**config.mk**
```make
export PLATFORM = sky130hd
export DESIGN_NAME = irq_bid_arbiter
export DESIGN_NICKNAME = d
export VERILOG_FILES = /design/src/rtl/irq_bid_pkg.sv /design/src/rtl/irq_bid_former.sv /design/src/rtl/irq_bid_max_tree.sv /design/src/rtl/irq_bid_resolver.sv /design/src/rtl/irq_bid_arbiter.sv
export SDC_FILE = /design/constraint.sdc
export NUM_CORES = 1
export LEC_CHECK = 0
export BUFFER_PORTS_ARGS = -buffer_cell sky130_fd_sc_hd__buf_4
export CAP_MARGIN = 20
export CORE_ASPECT_RATIO = 1.75
export CORE_UTILIZATION = 45
export CTS_BUF_LIST = sky130_fd_sc_hd__clkbuf_16
export CTS_CLUSTER_SIZE = 10
export DETAILED_ROUTE_END_ITERATION = 7
export HOLD_SLACK_MARGIN = 0.1
export PLACE_DENSITY = 0.69
export RECOVER_POWER = 50
export SLEW_MARGIN = 25
export SYNTH_ARGS = -nofsm -noshare
export SYNTH_HDL_FRONTEND = slang
export SYNTH_SLANG_ARGS = --single-unit
```
**constraint.sdc**
```tcl
create_clock -name clk -period 2.5 [get_ports clk]
set_input_delay 0.5 -clock clk [delete_from_list [all_inputs] [get_ports clk]]
set_output_delay 0.5 -clock clk [all_outputs]
set_load 0.02 [all_outputs]
```
**src/rtl/irq_bid_pkg.sv**
```systemverilog
package irq_bid_pkg;
   // Source slot order within one channel
   typedef enum logic [2:0] {
      SRC_RX   = 3'd0,
      SRC_TX   = 3'd1,
      SRC_BRK  = 3'd2,
      SRC_PIN  = 3'd3,
      SRC_FLOW = 3'd4,
      SRC_ADDR = 3'd5
   } src_slot_e;

   localparam int unsigned SRC_PER_CH = 6;
   localparam int unsigned TYPE_W     = 3;

   // Type codes placed directly above the channel field
   localparam logic [TYPE_W-1:0] TC_RX_OK  = 3'b001;
   localparam logic [TYPE_W-1:0] TC_RX_ERR = 3'b101;
   localparam logic [TYPE_W-1:0] TC_TX     = 3'b011;
   localparam logic [TYPE_W-1:0] TC_BRK    = 3'b010;
   localparam logic [TYPE_W-1:0] TC_PIN    = 3'b110;
   localparam logic [TYPE_W-1:0] TC_FLOW   = 3'b111;
   localparam logic [TYPE_W-1:0] TC_ADDR   = 3'b100;
endpackage

```
**src/rtl/irq_bid_former.sv**
```systemverilog
module irq_bid_former
   import irq_bid_pkg::*;
#(
   parameter int unsigned CH_W    = 3,
   parameter int unsigned FILL_W  = 5,
   parameter int unsigned CNT_W   = 4,
   parameter int unsigned CH_ID   = 0,
   localparam int unsigned BID_W  = CNT_W + TYPE_W + CH_W
) (
   input  logic [FILL_W-1:0]            rx_fill,
   input  logic                         rx_err,
   input  logic                         rx_en,
   input  logic [FILL_W-1:0]            tx_room,
   input  logic                         tx_en,
   input  logic                         brk_evt,
   input  logic                         pin_evt,
   input  logic                         flow_evt,
   input  logic                         addr_evt,
   input  logic [CNT_W-1:0]             brk_val,
   input  logic [CNT_W-1:0]             pin_val,
   input  logic [CNT_W-1:0]             flow_val,
   input  logic [CNT_W-1:0]             addr_val,
   input  logic                         rx_only,
   output logic [SRC_PER_CH-1:0]        bid_v,
   output logic [SRC_PER_CH*BID_W-1:0]  bid
);
   localparam logic [CH_W-1:0]  CH_FIELD = CH_W'(CH_ID);
   localparam int unsigned      CNT_MAX  = (1 << CNT_W) - 1;

   // Saturating level-minus-one into the count field
   function automatic logic [CNT_W-1:0] lvl_to_cnt(input logic [FILL_W-1:0] lvl);
      logic [FILL_W:0] dec;
      dec = {1'b0, lvl} - 1'b1;
      if (dec > (FILL_W+1)'(CNT_MAX)) return CNT_W'(CNT_MAX);
      else                           return dec[CNT_W-1:0];
   endfunction

   logic [CNT_W-1:0] rx_cnt, tx_cnt;
   logic [TYPE_W-1:0] rx_tc;

   always_comb begin
      rx_cnt = lvl_to_cnt(rx_fill);
      tx_cnt = lvl_to_cnt(tx_room) >> 1;
      rx_tc  = rx_err ? TC_RX_ERR : TC_RX_OK;
   end

   always_comb begin
      bid_v[SRC_RX]   = rx_en && (rx_fill != '0);
      bid_v[SRC_TX]   = !rx_only && tx_en && (tx_room != '0);
      bid_v[SRC_BRK]  = !rx_only && brk_evt  && (brk_val  != '0);
      bid_v[SRC_PIN]  = !rx_only && pin_evt  && (pin_val  != '0);
      bid_v[SRC_FLOW] = !rx_only && flow_evt && (flow_val != '0);
      bid_v[SRC_ADDR] = !rx_only && addr_evt && (addr_val != '0);
   end

   always_comb begin
      bid[SRC_RX*BID_W   +: BID_W] = {rx_cnt,   rx_tc,   CH_FIELD};
      bid[SRC_TX*BID_W   +: BID_W] = {tx_cnt,   TC_TX,   CH_FIELD};
      bid[SRC_BRK*BID_W  +: BID_W] = {brk_val,  TC_BRK,  CH_FIELD};
      bid[SRC_PIN*BID_W  +: BID_W] = {pin_val,  TC_PIN,  CH_FIELD};
      bid[SRC_FLOW*BID_W +: BID_W] = {flow_val, TC_FLOW, CH_FIELD};
      bid[SRC_ADDR*BID_W +: BID_W] = {addr_val, TC_ADDR, CH_FIELD};
   end
endmodule

```
**src/rtl/irq_bid_max_tree.sv**
```systemverilog
module irq_bid_max_tree #(
   parameter int unsigned N_IN  = 24,
   parameter int unsigned BID_W = 10,
   localparam int unsigned LVLS = (N_IN > 1) ? $clog2(N_IN) : 1,
   localparam int unsigned LEAF = 1 << LVLS,
   localparam int unsigned NODE = 2*LEAF - 1
) (
   input  logic [N_IN-1:0]        in_v,
   input  logic [N_IN*BID_W-1:0]  in_bid,
   output logic                   max_v,
   output logic [BID_W-1:0]       max_bid
);
   logic             nv [NODE];
   logic [BID_W-1:0] nb [NODE];

   // Leaves, padded with idle slots up to a power of two
   for (genvar li = 0; li < LEAF; li++) begin : g_leaf
      if (li < N_IN) begin : g_real
         assign nv[LEAF-1+li] = in_v[li];
         assign nb[LEAF-1+li] = in_bid[li*BID_W +: BID_W];
      end else begin : g_pad
         assign nv[LEAF-1+li] = 1'b0;
         assign nb[LEAF-1+li] = '0;
      end
   end

   // Inner nodes: keep the larger of two valid children
   for (genvar ni = 0; ni < LEAF-1; ni++) begin : g_node
      logic pick_r;
      assign pick_r = nv[2*ni+2] && (!nv[2*ni+1] || (nb[2*ni+2] > nb[2*ni+1]));
      assign nv[ni] = nv[2*ni+1] || nv[2*ni+2];
      assign nb[ni] = pick_r ? nb[2*ni+2] : nb[2*ni+1];
   end

   assign max_v   = nv[0];
   assign max_bid = nb[0];
endmodule

```
**src/rtl/irq_bid_resolver.sv**
```systemverilog
module irq_bid_resolver #(
   parameter int unsigned BID_W = 10,
   parameter int unsigned CH_W  = 3,
   localparam int unsigned THR_W = BID_W - CH_W
) (
   input  logic              clk,
   input  logic              rst_n,
   input  logic              max_v,
   input  logic [BID_W-1:0]  max_bid,
   input  logic [THR_W-1:0]  thr_lvl,
   input  logic              zero_thr,
   input  logic              upd_cir,
   output logic              irq_n,
   output logic              win_valid,
   output logic [BID_W-1:0]  win_bid,
   output logic [BID_W-1:0]  cir_bid
);
   logic [BID_W-1:0] thr_bid;
   logic             above;
   logic [BID_W-1:0] shown;
   logic             load_cir;

   always_comb begin
      thr_bid  = zero_thr ? '0 : {thr_lvl, {CH_W{1'b0}}};
      above    = max_v && (max_bid > thr_bid);
      shown    = above ? max_bid : thr_bid;
      // irq_n still high while a bid now exceeds the threshold: falling edge
      load_cir = (above && irq_n) || upd_cir;
   end

   always_ff @(posedge clk or negedge rst_n) begin
      if (!rst_n) begin
         irq_n     <= 1'b1;
         win_valid <= 1'b0;
         win_bid   <= '0;
         cir_bid   <= '0;
      end else begin
         irq_n     <= !above;
         win_valid <= above;
         win_bid   <= shown;
         if (load_cir) cir_bid <= shown;
      end
   end
endmodule

```
**src/rtl/irq_bid_arbiter.sv**
```systemverilog
module irq_bid_arbiter
   import irq_bid_pkg::*;
#(
   parameter int unsigned NUM_CH = 4,
   parameter int unsigned CH_W   = 3,
   parameter int unsigned FILL_W = 5,
   parameter int unsigned CNT_W  = 4,
   localparam int unsigned BID_W = CNT_W + TYPE_W + CH_W,
   localparam int unsigned THR_W = BID_W - CH_W,
   localparam int unsigned N_SRC = NUM_CH * SRC_PER_CH
) (
   input  logic                     clk,
   input  logic                     rst_n,
   input  logic [NUM_CH*FILL_W-1:0] rx_fill,
   input  logic [NUM_CH-1:0]        rx_err,
   input  logic [NUM_CH-1:0]        rx_en,
   input  logic [NUM_CH*FILL_W-1:0] tx_room,
   input  logic [NUM_CH-1:0]        tx_en,
   input  logic [NUM_CH-1:0]        brk_evt,
   input  logic [NUM_CH-1:0]        pin_evt,
   input  logic [NUM_CH-1:0]        flow_evt,
   input  logic [NUM_CH-1:0]        addr_evt,
   input  logic [NUM_CH*CNT_W-1:0]  brk_val,
   input  logic [NUM_CH*CNT_W-1:0]  pin_val,
   input  logic [NUM_CH*CNT_W-1:0]  flow_val,
   input  logic [NUM_CH*CNT_W-1:0]  addr_val,
   input  logic [NUM_CH-1:0]        wd_bark,
   input  logic [THR_W-1:0]         thr_lvl,
   input  logic                     upd_cir,
   output logic                     irq_n,
   output logic                     win_valid,
   output logic [BID_W-1:0]         win_bid,
   output logic [CH_W-1:0]          win_ch,
   output logic [TYPE_W:0]          win_type,
   output logic [BID_W-1:0]         cir_bid
);
   // Elaboration-time parameter checks
   if (NUM_CH < 1 || NUM_CH > (1 << CH_W)) begin : g_bad_ch
      $error("irq_bid_arbiter: NUM_CH must fit in the channel field");
   end
   if (CNT_W < 2) begin : g_bad_cnt
      $error("irq_bid_arbiter: CNT_W must be at least 2");
   end
   if (FILL_W < 1) begin : g_bad_fill
      $error("irq_bid_arbiter: FILL_W must be at least 1");
   end

   logic                     rx_only;
   logic [N_SRC-1:0]         all_v;
   logic [N_SRC*BID_W-1:0]   all_bid;
   logic                     max_v;
   logic [BID_W-1:0]         max_bid;

   assign rx_only = |wd_bark;

   for (genvar ch = 0; ch < NUM_CH; ch++) begin : g_ch
      irq_bid_former #(
         .CH_W   (CH_W),
         .FILL_W (FILL_W),
         .CNT_W  (CNT_W),
         .CH_ID  (ch)
      ) u_former (
         .rx_fill  (rx_fill[ch*FILL_W +: FILL_W]),
         .rx_err   (rx_err[ch]),
         .rx_en    (rx_en[ch]),
         .tx_room  (tx_room[ch*FILL_W +: FILL_W]),
         .tx_en    (tx_en[ch]),
         .brk_evt  (brk_evt[ch]),
         .pin_evt  (pin_evt[ch]),
         .flow_evt (flow_evt[ch]),
         .addr_evt (addr_evt[ch]),
         .brk_val  (brk_val[ch*CNT_W +: CNT_W]),
         .pin_val  (pin_val[ch*CNT_W +: CNT_W]),
         .flow_val (flow_val[ch*CNT_W +: CNT_W]),
         .addr_val (addr_val[ch*CNT_W +: CNT_W]),
         .rx_only  (rx_only),
         .bid_v    (all_v[ch*SRC_PER_CH +: SRC_PER_CH]),
         .bid      (all_bid[ch*SRC_PER_CH*BID_W +: SRC_PER_CH*BID_W])
      );
   end

   irq_bid_max_tree #(
      .N_IN  (N_SRC),
      .BID_W (BID_W)
   ) u_tree (
      .in_v    (all_v),
      .in_bid  (all_bid),
      .max_v   (max_v),
      .max_bid (max_bid)
   );

   irq_bid_resolver #(
      .BID_W (BID_W),
      .CH_W  (CH_W)
   ) u_resolve (
      .clk       (clk),
      .rst_n     (rst_n),
      .max_v     (max_v),
      .max_bid   (max_bid),
      .thr_lvl   (thr_lvl),
      .zero_thr  (rx_only),
      .upd_cir   (upd_cir),
      .irq_n     (irq_n),
      .win_valid (win_valid),
      .win_bid   (win_bid),
      .cir_bid   (cir_bid)
   );

   assign win_ch   = win_bid[CH_W-1:0];
   assign win_type = win_bid[CH_W+TYPE_W:CH_W];
endmodule

```
* Word level (Yosys, flattened, before mapping)
Index checks and enable logic that the tools add are counted.
** Storage, ports and cells
- Register bits after elaboration :: 22
- Input bits :: 146
- Output and inout port bits :: 29
- Word-level logic and storage cells :: 247
** Operators by class
- $add $sub $neg :: 8
- Magnitude comparators :: 32
- Multiplexer cells :: 37
- Reductions and logical operators :: 166
** Operators by type and width (count)
- $mux 10 :: 25
- $gt 10x10->1 :: 20
- $logic_and 1x1->1 :: 69
- $reduce_bool 4->1 :: 16
- $gt 6x4->1 const B :: 8
- $sub 5x1->6 const B :: 8
- $logic_or 1x1->1 :: 47
- $gt 9x10->1 :: 4
- $reduce_bool 5->1 :: 8
- $mux 4 :: 8
- $logic_not 1->1 :: 25
- $mux 3 :: 4
- $reduce_or 4->1 :: 1

* Logic depth before layout (Yosys ltp)
Gate-level depths: netlist of the first run.
- Depth after elaboration :: 28
- Gate-level depth with buffers :: 68
- Mapped depth without buffers :: 63

* Cells and area by module
From an unflattened synthesis of the first run, not the netlist that was laid out.
** Second synthesis, totals
- Cell total of the unflattened synthesis :: 1895
- Area, all modules :: 13735.7 um^2
** By module, submodules not included
- irq_bid_max_tree :: instances 1, cells each 1403, area each 9774.4 um^2, sequential area each 0.0 um^2
- irq_bid_former :: instances 4, cells each 96, area each 691.9 um^2, sequential area each 0.0 um^2
- irq_bid_resolver :: instances 1, cells each 100, area each 1133.6 um^2, sequential area each 551.8 um^2
- irq_bid_arbiter :: instances 1, cells each 8, area each 60.1 um^2, sequential area each 0.0 um^2

* Worst setup path before layout of the first run
Ideal clock, no wire load.
- Kind :: input to register
- Start :: input rx_fill[5]
- End :: register u_resolve.cir_bid[7]
- Library setup time :: 0.138 ns
- Arrival :: 10.993 ns
- Setup slack :: -8.631 ns
- Cell stages on the path :: 66
- Buffers on the path :: 6
- Cell sequence :: inv_1 > ha_1 > or4b_1 > nand3_1 > inv_1 > ha_1 > a21oi_1 > o21ai_0 > and4_1 > a21oi_1 > o21ai_0 > inv_1 > ha_1 > a21o_1 > a21o_1 > a2111o_1 > nand2_1 > o41a_1 > (+30 left out) > a41oi_2 > buf_6 > nand2_1 > nand2_1 > ha_1 > nor2b_1 > o21a_1 > o21a_1 > o21a_1 > o21ai_0 > a211o_1 > a31o_2 > buf_6 > inv_2 > a21o_2 > buf_6 > o21ai_0 > a41oi_1
** Between the ends
- Cells in the longest elaborated chain, start to end :: 27
** Ends and longest elaborated chain
- from (decl) :: line irq_bid_arbiter.sv:14 : input logic [NUM_CH*FILL_W-1:0] rx_fill,
- $sub 5x1->6 :: line irq_bid_former.sv:33 : dec = {1'b0, lvl} - 1'b1;
- $gt 6x4->1 :: line irq_bid_former.sv:34 : if (dec > (FILL_W+1)'(CNT_MAX)) return CNT_W'(CNT_MAX);
- $mux 4 :: line irq_bid_former.sv:34
- $gt 9x10->1 :: line irq_bid_max_tree.sv:30 : assign pick_r = nv[2*ni+2] && (!nv[2*ni+1] || (nb[2*ni+2] > nb[2*ni+1]));
- $logic_or 1x1->1 :: line irq_bid_max_tree.sv:30
- $logic_and 1x1->1 :: line irq_bid_max_tree.sv:30
- $mux 10 :: line irq_bid_max_tree.sv:32 : assign nb[ni] = pick_r ? nb[2*ni+2] : nb[2*ni+1];
- $gt 10x10->1 :: line irq_bid_max_tree.sv:30
- (+11 left out)
- $gt 10x10->1 :: line irq_bid_max_tree.sv:30
- $logic_or 1x1->1 :: line irq_bid_max_tree.sv:30
- $logic_and 1x1->1 :: line irq_bid_max_tree.sv:30
- $mux 10 :: line irq_bid_max_tree.sv:32
- $gt 10x10->1 :: line irq_bid_resolver.sv:25 : above = max_v && (max_bid > thr_bid);
- $logic_and 1x1->1 :: line irq_bid_resolver.sv:25
- $logic_and 1x1->1 :: line irq_bid_resolver.sv:28 : load_cir = (above && irq_n) || upd_cir;
- $logic_or 1x1->1 :: line irq_bid_resolver.sv:28
- to (signal assigned) :: line irq_bid_resolver.sv:41 : if (load_cir) cir_bid <= shown;
- to (decl) :: line irq_bid_resolver.sv:16 : output logic [BID_W-1:0] cir_bid
Parallel ways exist; a longest one is shown, timed or not.
A chain may end at the register's enable or synchronous reset.

* Worst setup path after layout of the first run
- Start :: input tx_room[6]
- End :: register u_resolve.cir_bid[5]
** Between the ends
- Cells in the longest elaborated chain, start to end :: 27
** Ends and longest elaborated chain
- from (decl) :: line irq_bid_arbiter.sv:17 : input logic [NUM_CH*FILL_W-1:0] tx_room,
- $sub 5x1->6 :: line irq_bid_former.sv:33
- $gt 6x4->1 :: line irq_bid_former.sv:34
- $mux 4 :: line irq_bid_former.sv:34
- $gt 9x10->1 :: line irq_bid_max_tree.sv:30
- $logic_or 1x1->1 :: line irq_bid_max_tree.sv:30
- $logic_and 1x1->1 :: line irq_bid_max_tree.sv:30
- $mux 10 :: line irq_bid_max_tree.sv:32
- $gt 10x10->1 :: line irq_bid_max_tree.sv:30
- (+11 left out)
- $gt 10x10->1 :: line irq_bid_max_tree.sv:30
- $logic_or 1x1->1 :: line irq_bid_max_tree.sv:30
- $logic_and 1x1->1 :: line irq_bid_max_tree.sv:30
- $mux 10 :: line irq_bid_max_tree.sv:32
- $gt 10x10->1 :: line irq_bid_resolver.sv:25
- $logic_and 1x1->1 :: line irq_bid_resolver.sv:25
- $logic_and 1x1->1 :: line irq_bid_resolver.sv:28
- $logic_or 1x1->1 :: line irq_bid_resolver.sv:28
Parallel ways exist; a longest one is shown, timed or not.

==> impl_metrics.toml, run 1 <==
[timing]
fin_crit_sh_pct = 447.1
min_period_ns = 11.18
maxSlewHeadroom_pct = 26.24
report.final.slew_viol_count = 0
fin_setup_tns_ns = -170.10
rsz0062_at_grt = "true"
finalHoldViolations = 0
max_freq_ghz = 0.08947
worstMarginPinSlew_ns = 1.106
clock_skew_ns = 0.006999
setup_viol = 20
worst_slack_ns = -8.678

[critical_path]
critPathLaunchType = "input port"
critPathArrivalTime_ns = 11.31
crit_path_max_fanout = 12
critPathTopFamily = "compound AO/OA/AOI/OAI gates"
crit_cells = 61
crit_top_cell = "buf_4"
worst-path-buf-inv = 11
crit_path_max_incr_delay_ns = 0.43
crit_type = "in -> reg"
cpMaxStageDelayCell = "a2111o_1"
end_kind = "register"
r2r_cells = 4
required_ns = 2.63

[routing]
wl_per_cell_um = 18.74
vias_per_cell = 6.045
wirelength_um = 31880
drtIter0Drc = 716
route.detailed.drc = 0
vias = 10280
firstDrtPassIters = 5
drtAntennaViolNets = 0

[pwr]
power_mw = 5.571
p_leak_nw = 6.421
p_sw_share_pct = 46.01
vdd_drop_max_mv = 0.4554
combPwrFrac_pct = 81.0
clkPwrFrac_pct = 8.1
p_seq_share_pct = 10.9
powerDensity_nw_per_um2 = 452.5
p_sw_mw = 2.563
p_int_mw = 3.008

[synth]
synth_area_per_cell_um2 = 7.290
synth_edf_count = 0
synthArstFlopShare_pct = 100.0
mappedNetlistArea_um2 = 6802
netlist.top_cell.by_area = "ha_1"
synth_seq_cells = 20
synth_top_area_share_pct = 20.42
yosysSeqAreaShare_pct = 7.377
ys_types = 92
netlist_instances = 933
synth_commonest_cells = "ha_1 (111), inv_1 (106), nand2_1 (90), nor2_1 (81), a21oi_1 (73)"
synthFlopType = "dfrtp_1"
synth_warnings = 0
yosysMostFrequentCell = "ha_1"
yosys-top-cells-area = "ha_1 (20%), dfrtp_1 (7.0%), mux2i_1 (6.3%), inv_1 (5.8%), a21oi_1 (5.4%)"

[cts]
cts_made_buffers = 3
clk_pin_slew_ns = 0.06
numClockSinks = 20
cts_root_buffer = "clkbuf_16"
cts_hold_buffers = 0
cts_tree = "yes"
clk_path_buf_depth = 2
h-tree-depth = 1
clk_latency_ns = 0.26

[final_layout]
nNetsFinal = 1776
fin_cells = 1701
drive_gt1_share_pct = 51.38
insertedDiodeCount = 0
fin_area_um2 = 12310
area_growth_pct = 81.00

[grt]
grt_max_degree = 21
antenna_found_initial = 0
grtUsageTotal_pct = 33.35
grt_pass1_wl_um = 42080
grt_pass1_vias = 9955
gr-total-overflow = 0

[status]
status = "finished, violations left"
violations = "setup timing"

[hold_path]
hp-class = "in -> async"

[floorplanning]
fp.dieArea_um2 = 15630
io_pins = 175
core_area_um2 = 14840
fp.dieW_um = 94.94
initial_utilization_pct = 45.84
die_h_um = 164.6
std_cell_rows = 59

[job]
timing.max_cap.violations = 0

[placed_design]
dp_cells = 1646
placed_area_um2 = 11220
gp_congestion = 0.9591
dp_hpwl_um = 20800
port_buffers = 171
pre_cts_ws_ns = -8.202
metal layers:
metal  vias to the layer above  GRT usage [%]  wire (µm)
met5                         -              0          0
met4                         0          21.76       3146
met3                       287          3.131       1956
met2                       567          68.54      16720
met1                      4815          28.99      10060
li1                       4613              -          -
path summary, 6_finish.rpt:
check / start / end / slack, ns
max: tx_room[6] / u_resolve.cir_bid[5] / -8.68
min: rst_n / u_resolve.cir_bid[3] / 0.43
max reg2reg: u_resolve.irq_n / u_resolve.cir_bid[5] / 1.29
min reg2reg: u_resolve.cir_bid[0] / u_resolve.cir_bid[0] / 0.53
max in group asynchronous: rst_n / u_resolve.cir_bid[6] / 1.40
min in group clk: u_resolve.cir_bid[0] / u_resolve.cir_bid[0] / 0.53
power by group through the flow:
stage	logic (mW)	clock network, mW	registers, mW
after floorplan	1.78	0	0.763
after detailed placement	3.65	0	0.594
after CTS	3.95	0.440	0.599
final	4.51	0.449	0.607
after global placement	3.57	0	0.593
after global routing	4.77	0.459	0.620
repair_timing:
item | in CTS | in global routing
cloned | 1 | 1
pin swaps | 27 | 68
gates resized for setup | 54 | 80
hold endpoints to repair | 0 | 0
setup buffers | 30 | 21
setup endpoints to repair | 20 | 20
cells in the final DEF, fill, tap and decap left out, types with 19 or more instances in the layout:
cell type | netlist | layout
buf_4 | 13 | 591
inv_1 | 106 | 94
ha_1 | 111 | 93
nand2_1 | 90 | 84
nor2_1 | 81 | 76
a21oi_1 | 73 | 52
mux2i_1 | 43 | 37
o21ai_0 | 48 | 29
a21o_1 | 22 | 21
a21oi_2 | 6 | 19
dfrtp_1 | 19 | 19
cells by family after synthesis:
logic type / synth area share (%)
AO/OA/AOI/OAI: 32.01
AND/OR/NAND/NOR: 21.69
XOR/XNOR: 0.6438
flip-flops: 7.377
multiplexers: 8.480
buffers and inverters: 9.032
adder cells (fa/ha/maj): 20.71
other: 0.05513
state kept, by name, summed over array words and instances, names as in the netlist:
register             count
u_resolve.win_valid      1
u_resolve.win_bid        9
u_resolve.cir_bid        9
u_resolve.irq_n          1
worst register-to-register path, cell delays in order, from the launching register on:
cell,delay (ns)
dfstp_2,0.58
a21oi_2,0.08
buf_4,0.15
a21oi_2,0.18
o31ai_2,0.10
per-stage QoR:
stage / util [%] / hold WS (ns)
floorplan: - / 0.2044
global placement: 75.63 / 0.3812
detailed placement: 75.63 / 0.3860
CTS: 79.50 / 0.1234
global route: 82.97 / 0.5053
finish: 82.97 / 0.4332
cell type report:
cell class,instances,area [µm²]
Multi-Input combinational cell,779,6436
Inverter,107,431.7
Sequential cell,20,501.7
Clock buffer,3,75.07
Tap cell,183,229.0
Timing Repair Buffer,608,4607
Fill cell,880,2527
Clock inverter,1,30.03
Power figures use the tool's default switching activity.
==> run 2, diff against run 1 <==
Clock period 2.5 ns to 12.76 ns, I/O delays scaled along.
==> run 2 against run 1 <==
Compared with the run above:
- the run now ends clean
- cell count down 18%
- via count is 20% lower
- clock-buffer cell count stayed put
- first-iteration DRC count is 46% lower
- worst setup slack better by 8.8 ns
- clock skew decreased by 0.0064 ns
- critical path depth rose by 2
- hold slack better by 0.085 ns
- final area fell by 18%
- global-route usage shrank 7.5 points
- total power down 84%
- critical path type unchanged
- largest cell class unchanged
==> impl_metrics.toml, run 2 (synthesized netlist as in run 1, its figures left out) <==
[floorplanning]
fp.dieW_um = 94.94
initial_utilization_pct = 45.84
io_pins = 175
core_area_um2 = 14840
die_h_um = 164.6
fp.dieArea_um2 = 15630
std_cell_rows = 59

[critical_path]
critPathLaunchType = "input port"
end_kind = "register"
crit_type = "in -> reg"
crit_path_max_incr_delay_ns = 0.40
crit_path_max_fanout = 13
cpMaxStageDelayCell = "o41ai_4"
r2r_cells = 2
critPathArrivalTime_ns = 12.71
required_ns = 12.88

[routing]
firstDrtPassIters = 7
wirelength_um = 22730
vias = 8177
wl_per_cell_um = 16.26
drtIter0Drc = 386
route.detailed.drc = 0
vias_per_cell = 5.849
drtAntennaViolNets = 0

[cts]
h-tree-depth = 1
cts_tree = "yes"
numClockSinks = 20
clk_path_buf_depth = 2
cts_hold_buffers = 0
cts_root_buffer = "clkbuf_16"
clk_pin_slew_ns = 0.05
clk_latency_ns = 0.25
cts_made_buffers = 3

[timing]
max_freq_ghz = 0.07941
report.final.slew_viol_count = 0
maxSlewHeadroom_pct = 28.82
min_period_ns = 12.59
rsz0062_at_grt = "true"
clock_skew_ns = 0.0006072
fin_setup_tns_ns = 0
setup_viol = 0
finalHoldViolations = 0
fin_crit_sh_pct = 98.69
worst_slack_ns = 0.1666
worstMarginPinSlew_ns = 1.068

[placed_design]
gp_congestion = 0.9369
pre_cts_ws_ns = -0.3944
dp_hpwl_um = 17900
port_buffers = 171

[final_layout]
fillers = 1275
layout_common_cells = "buf_4 (275), inv_1 (92), ha_1 (88), nand2_1 (84), nor2_1 (70)"
drive_gt1_share_pct = 39.42
top_regs = "u_resolve.cir_bid: 9 flops, u_resolve.win_bid: 9 flops"
mostFrequentLayoutCell = "buf_4"
insertedDiodeCount = 0
area_growth_pct = 48.09
nNetsFinal = 1473

[job]
timing.max_cap.violations = 0

[grt]
grt_pass1_wl_um = 33110
antenna_found_initial = 0
gr-total-overflow = 0
grt_pass1_vias = 7720
grt_max_degree = 21
grtUsageTotal_pct = 25.89

[hold_path]
hp-class = "reg -> reg"
hold_path_depth = 1

[status]
status = "finished, final reports clean"

[pwr]
p_leak_nw = 4.921
power_mw = 0.8777
vdd_drop_max_mv = 0.06480
powerDensity_nw_per_um2 = 87.14
[run 2: cell count changes in the layout (fill, tap and decap cells not counted), moves of 4 or more]
cell,previous run,this run
buf_4,591,275
buf_6,12,16
ha_4,14,20
o21ai_2,11,15
nor2_2,4,9
ha_1,93,88
a21oi_1,52,56
clkbuf_1,4,13
nor2_1,76,70
[run 2: final timing paths]
check,start,endpoint,slack (ns)
max reg2reg,u_resolve.irq_n,u_resolve.cir_bid[0],11.54
min reg2reg,u_resolve.cir_bid[1],u_resolve.cir_bid[1],0.52
min in group asynchronous,rst_n,u_resolve.win_bid[6],2.48
min,u_resolve.cir_bid[1],u_resolve.cir_bid[1],0.52
max,tx_room[6],u_resolve.cir_bid[5],0.17
max in group asynchronous,rst_n,u_resolve.cir_bid[3],9.64
[run 2: cell type report]
class                      instances  area (µm²)  area share (%)
clock buffer                       3       75.07          0.7453
clock inverter                     1       3.754         0.03727
inverter                         107       416.7           4.137
multi-input combinational        778        6523           64.76
sequential                        20       501.7           4.981
tap                              183       229.0           2.273
timing repair buffer             306        2323           23.07
[run 2: where the power goes]
group | internal (mW) | leakage, nW | total, mW | switching, mW
clock network | 0.0417 | 0.0385 | 0.0629 | 0.0213
registers | 0.0965 | 0.239 | 0.116 | 0.0193
logic | 0.331 | 4.64 | 0.699 | 0.368
total | 0.469 | 4.92 | 0.878 | 0.409
[run 2: stage by stage]
step | hold WS [ns] | instance area [µm²] | std cells | util (%)
2_1_floorplan | 0.6073 | 6852 | 935 | -
3_3_place_gp | 0.5076 | 8896 | 1357 | 59.95
3_5_place_dp | 0.5122 | 8896 | 1357 | 59.95
4_1_cts | 0.5239 | 9006 | 1364 | 60.70
5_1_grt | 0.5540 | 10070 | 1398 | 67.88
6_report | 0.5177 | 10070 | 1398 | 67.88
[run 2: timing repair]
item	CTS	global route
setup buffers	3	36
pin swaps	1	112
endpoints found under the hold margin	0	0
cloned	0	1
resized for setup	2	195
endpoints found under the setup margin	11	20
[run 2: metal layers]
layer / global-route usage (%) / wire, µm / vias up
met5: 0 / 0 / -
met4: 9.435 / 980 / 0
met3: 1.519 / 726 / 83
met2: 55.13 / 12930 / 255
met1: 24.45 / 8100 / 3825
li1: - / - / 4014
[run 2: critical path: cells and delay by family]
family	cells	cell delay [ns]
and+or+nand+nor	16	2.48
AOI/OAI and AO/OA	28	5.01
buffers and inverters	12	1.33
adders and majority gates	7	1.31
==> run 3, diff against run 2 <==
Clock period 12.76 ns to 15.11 ns, I/O delays scaled along.
==> run 3 against run 2 <==
Compared with the run above:
- cell count decreased by 8.9%
- worst setup slack improved by 0.59 ns
- utilization decreased by 12 points
- register-to-register slack improved by 2.4 ns
- clock-buffer cell count unchanged
- largest power group unchanged
- sequential power decreased by 17%
- total power decreased by 29%
- final area decreased by 17%
==> impl_metrics.toml, run 3 (synthesized netlist as in run 1, its figures left out) <==
[placed_design]
dp_hpwl_um = 17240
dp_cells = 1264
gp_congestion = 0.9308
port_buffers = 171

[critical_path]
cpMaxStageDelayCell = "or3_1"
crit_type = "in -> reg"
crit_path_max_fanout = 22
critPathArrivalTime_ns = 14.52
crit_start = "rx_fill[10]"
critPathLaunchType = "input port"
crit_top_cell = "ha_1"
end_kind = "register"
crit_path_max_incr_delay_ns = 0.42
r2r-start = "u_resolve.irq_n"
required_ns = 15.28

[final_layout]
nNetsFinal = 1349
layout_common_cells = "buf_4 (168), ha_1 (111), inv_1 (106), nand2_1 (90), nor2_1 (81)"
final_util_pct = 56.23
fin_cells = 1274
area_growth_pct = 22.66
drive_gt1_share_pct = 21.81
mostFrequentLayoutCell = "buf_4"
top_regs = "u_resolve.cir_bid: 9 flops, u_resolve.win_bid: 9 flops"
insertedDiodeCount = 0
fillers = 1534

[grt]
grt_max_degree = 23
top_usage_layer = "met2"
grt_use_met3_pct = 1.289
grt_pass1_vias = 7278
antenna_found_initial = 0
use_met2_pct = 52.06
grt_pass1_wl_um = 31170
gr-total-overflow = 0
grtUsageTotal_pct = 24.62
use_met1_pct = 22.76

[cts]
cts_root_buffer = "clkbuf_16"
clk_pin_slew_ns = 0.06
cts_hold_buffers = 0
cts_made_buffers = 3
clk_latency_ns = 0.25
h-tree-depth = 1
cts_tree = "yes"
numClockSinks = 20
clk_path_buf_depth = 2

[routing]
route.detailed.drc = 0
vias_per_cell = 5.899
drtAntennaViolNets = 0
vias = 7515
wl_per_cell_um = 15.58
wirelength_um = 19850
firstDrtPassIters = 5
drtIter0Drc = 286

[floorplanning]
die_h_um = 164.6
core_area_um2 = 14840
io_pins = 175
std_cell_rows = 59
fp.dieArea_um2 = 15630
fp.dieW_um = 94.94
initial_utilization_pct = 45.84

[timing]
rsz0062_at_grt = "false"
max_freq_ghz = 0.06966
maxSlewHeadroom_pct = 28.91
min_period_ns = 14.36
hold_slack_ns = 0.5243
clock_skew_ns = 0.003160
worstMarginPinSlew_ns = 1.066
setup_viol = 0
fin_setup_tns_ns = 0
finalHoldViolations = 0
fin_crit_sh_pct = 95.01
report.final.slew_viol_count = 0

[pwr]
vdd_drop_max_mv = 0.07075
p_leak_nw = 4.211
powerDensity_nw_per_um2 = 74.49

[status]
status = "finished, final reports clean"

[hold_path]
worstHoldStart = "u_resolve.cir_bid[0]"
hp-class = "reg -> reg"

[job]
timing.max_cap.violations = 0
## run 3: cell types whose count changed in the layout (fill, tap and decap cells not counted), sizes merged
cell,delta
buf,-125
clkinv,-1
a21o,-1
clkbuf,+1
a21oi,+1
bufinv,+1
## run 3: what timing repair did
item                                    in CTS  in global routing
endpoints found under the setup margin       0                 17
resized for setup                            0                 17
setup buffers                                0                  5
## run 3: worst paths after layout
kind                            depth (start not counted)  slack [ns]                    to
worst min register to register                          1        0.52  u_resolve.cir_bid[0]
worst max-delay path                                   58        0.75  u_resolve.cir_bid[3]
worst min-delay path                                    1        0.52  u_resolve.cir_bid[0]
max in group asynchronous                               1       11.52  u_resolve.cir_bid[4]
worst max register to register                          2       13.90  u_resolve.cir_bid[1]
min in group asynchronous                               1        2.94  u_resolve.win_bid[5]
## run 3: per-layer routing
metal	wire, µm	vias up	part of all wire (%)
met1	7041	3474	35
met3	623	72	3.1
met2	11220	204	57
met5	0	-	0
met4	967	0	4.9
li1	-	3765	-
## run 3: critical path: cells and delay by family
family,cells,cell delay [ns]
compound gates,32,6.63
simple gates,10,1.52
mux,3,0.97
buf+inv,6,0.50
fa+ha+maj,7,1.86
## run 3: power breakdown
part	switching, mW	leakage (nW)	total (mW)	internal (mW)
sequential	0.0147	0.239	0.0962	0.0815
clock	0.0195	0.0511	0.0720	0.0525
combinational	0.268	3.92	0.453	0.186
## run 3: final cells by class
cell class | count | area, µm² | area share [%]
clock inverter | 1 | 30.03 | 0.3599
sequential | 20 | 501.7 | 6.014
multi-input combinational | 778 | 5789 | 69.39
tap | 183 | 229.0 | 2.744
timing repair buffer | 182 | 1314 | 15.75
clock buffer | 3 | 75.07 | 0.8998
inverter | 107 | 404.1 | 4.844
## run 3: metrics by stage
| step | power [mW] | setup WS (ns) | instance area (µm²) |
|---|---|---|---|
| after floorplan | 0.4019 | 1.457 | 6809 |
| after global placement | 0.5415 | 0.1078 | 8163 |
| after detailed placement | 0.5471 | -0.05592 | 8163 |
| after CTS | 0.6217 | 0.2051 | 8268 |
| after global routing | 0.6719 | 0.007825 | 8343 |
| final | 0.6214 | 0.7544 | 8343 |
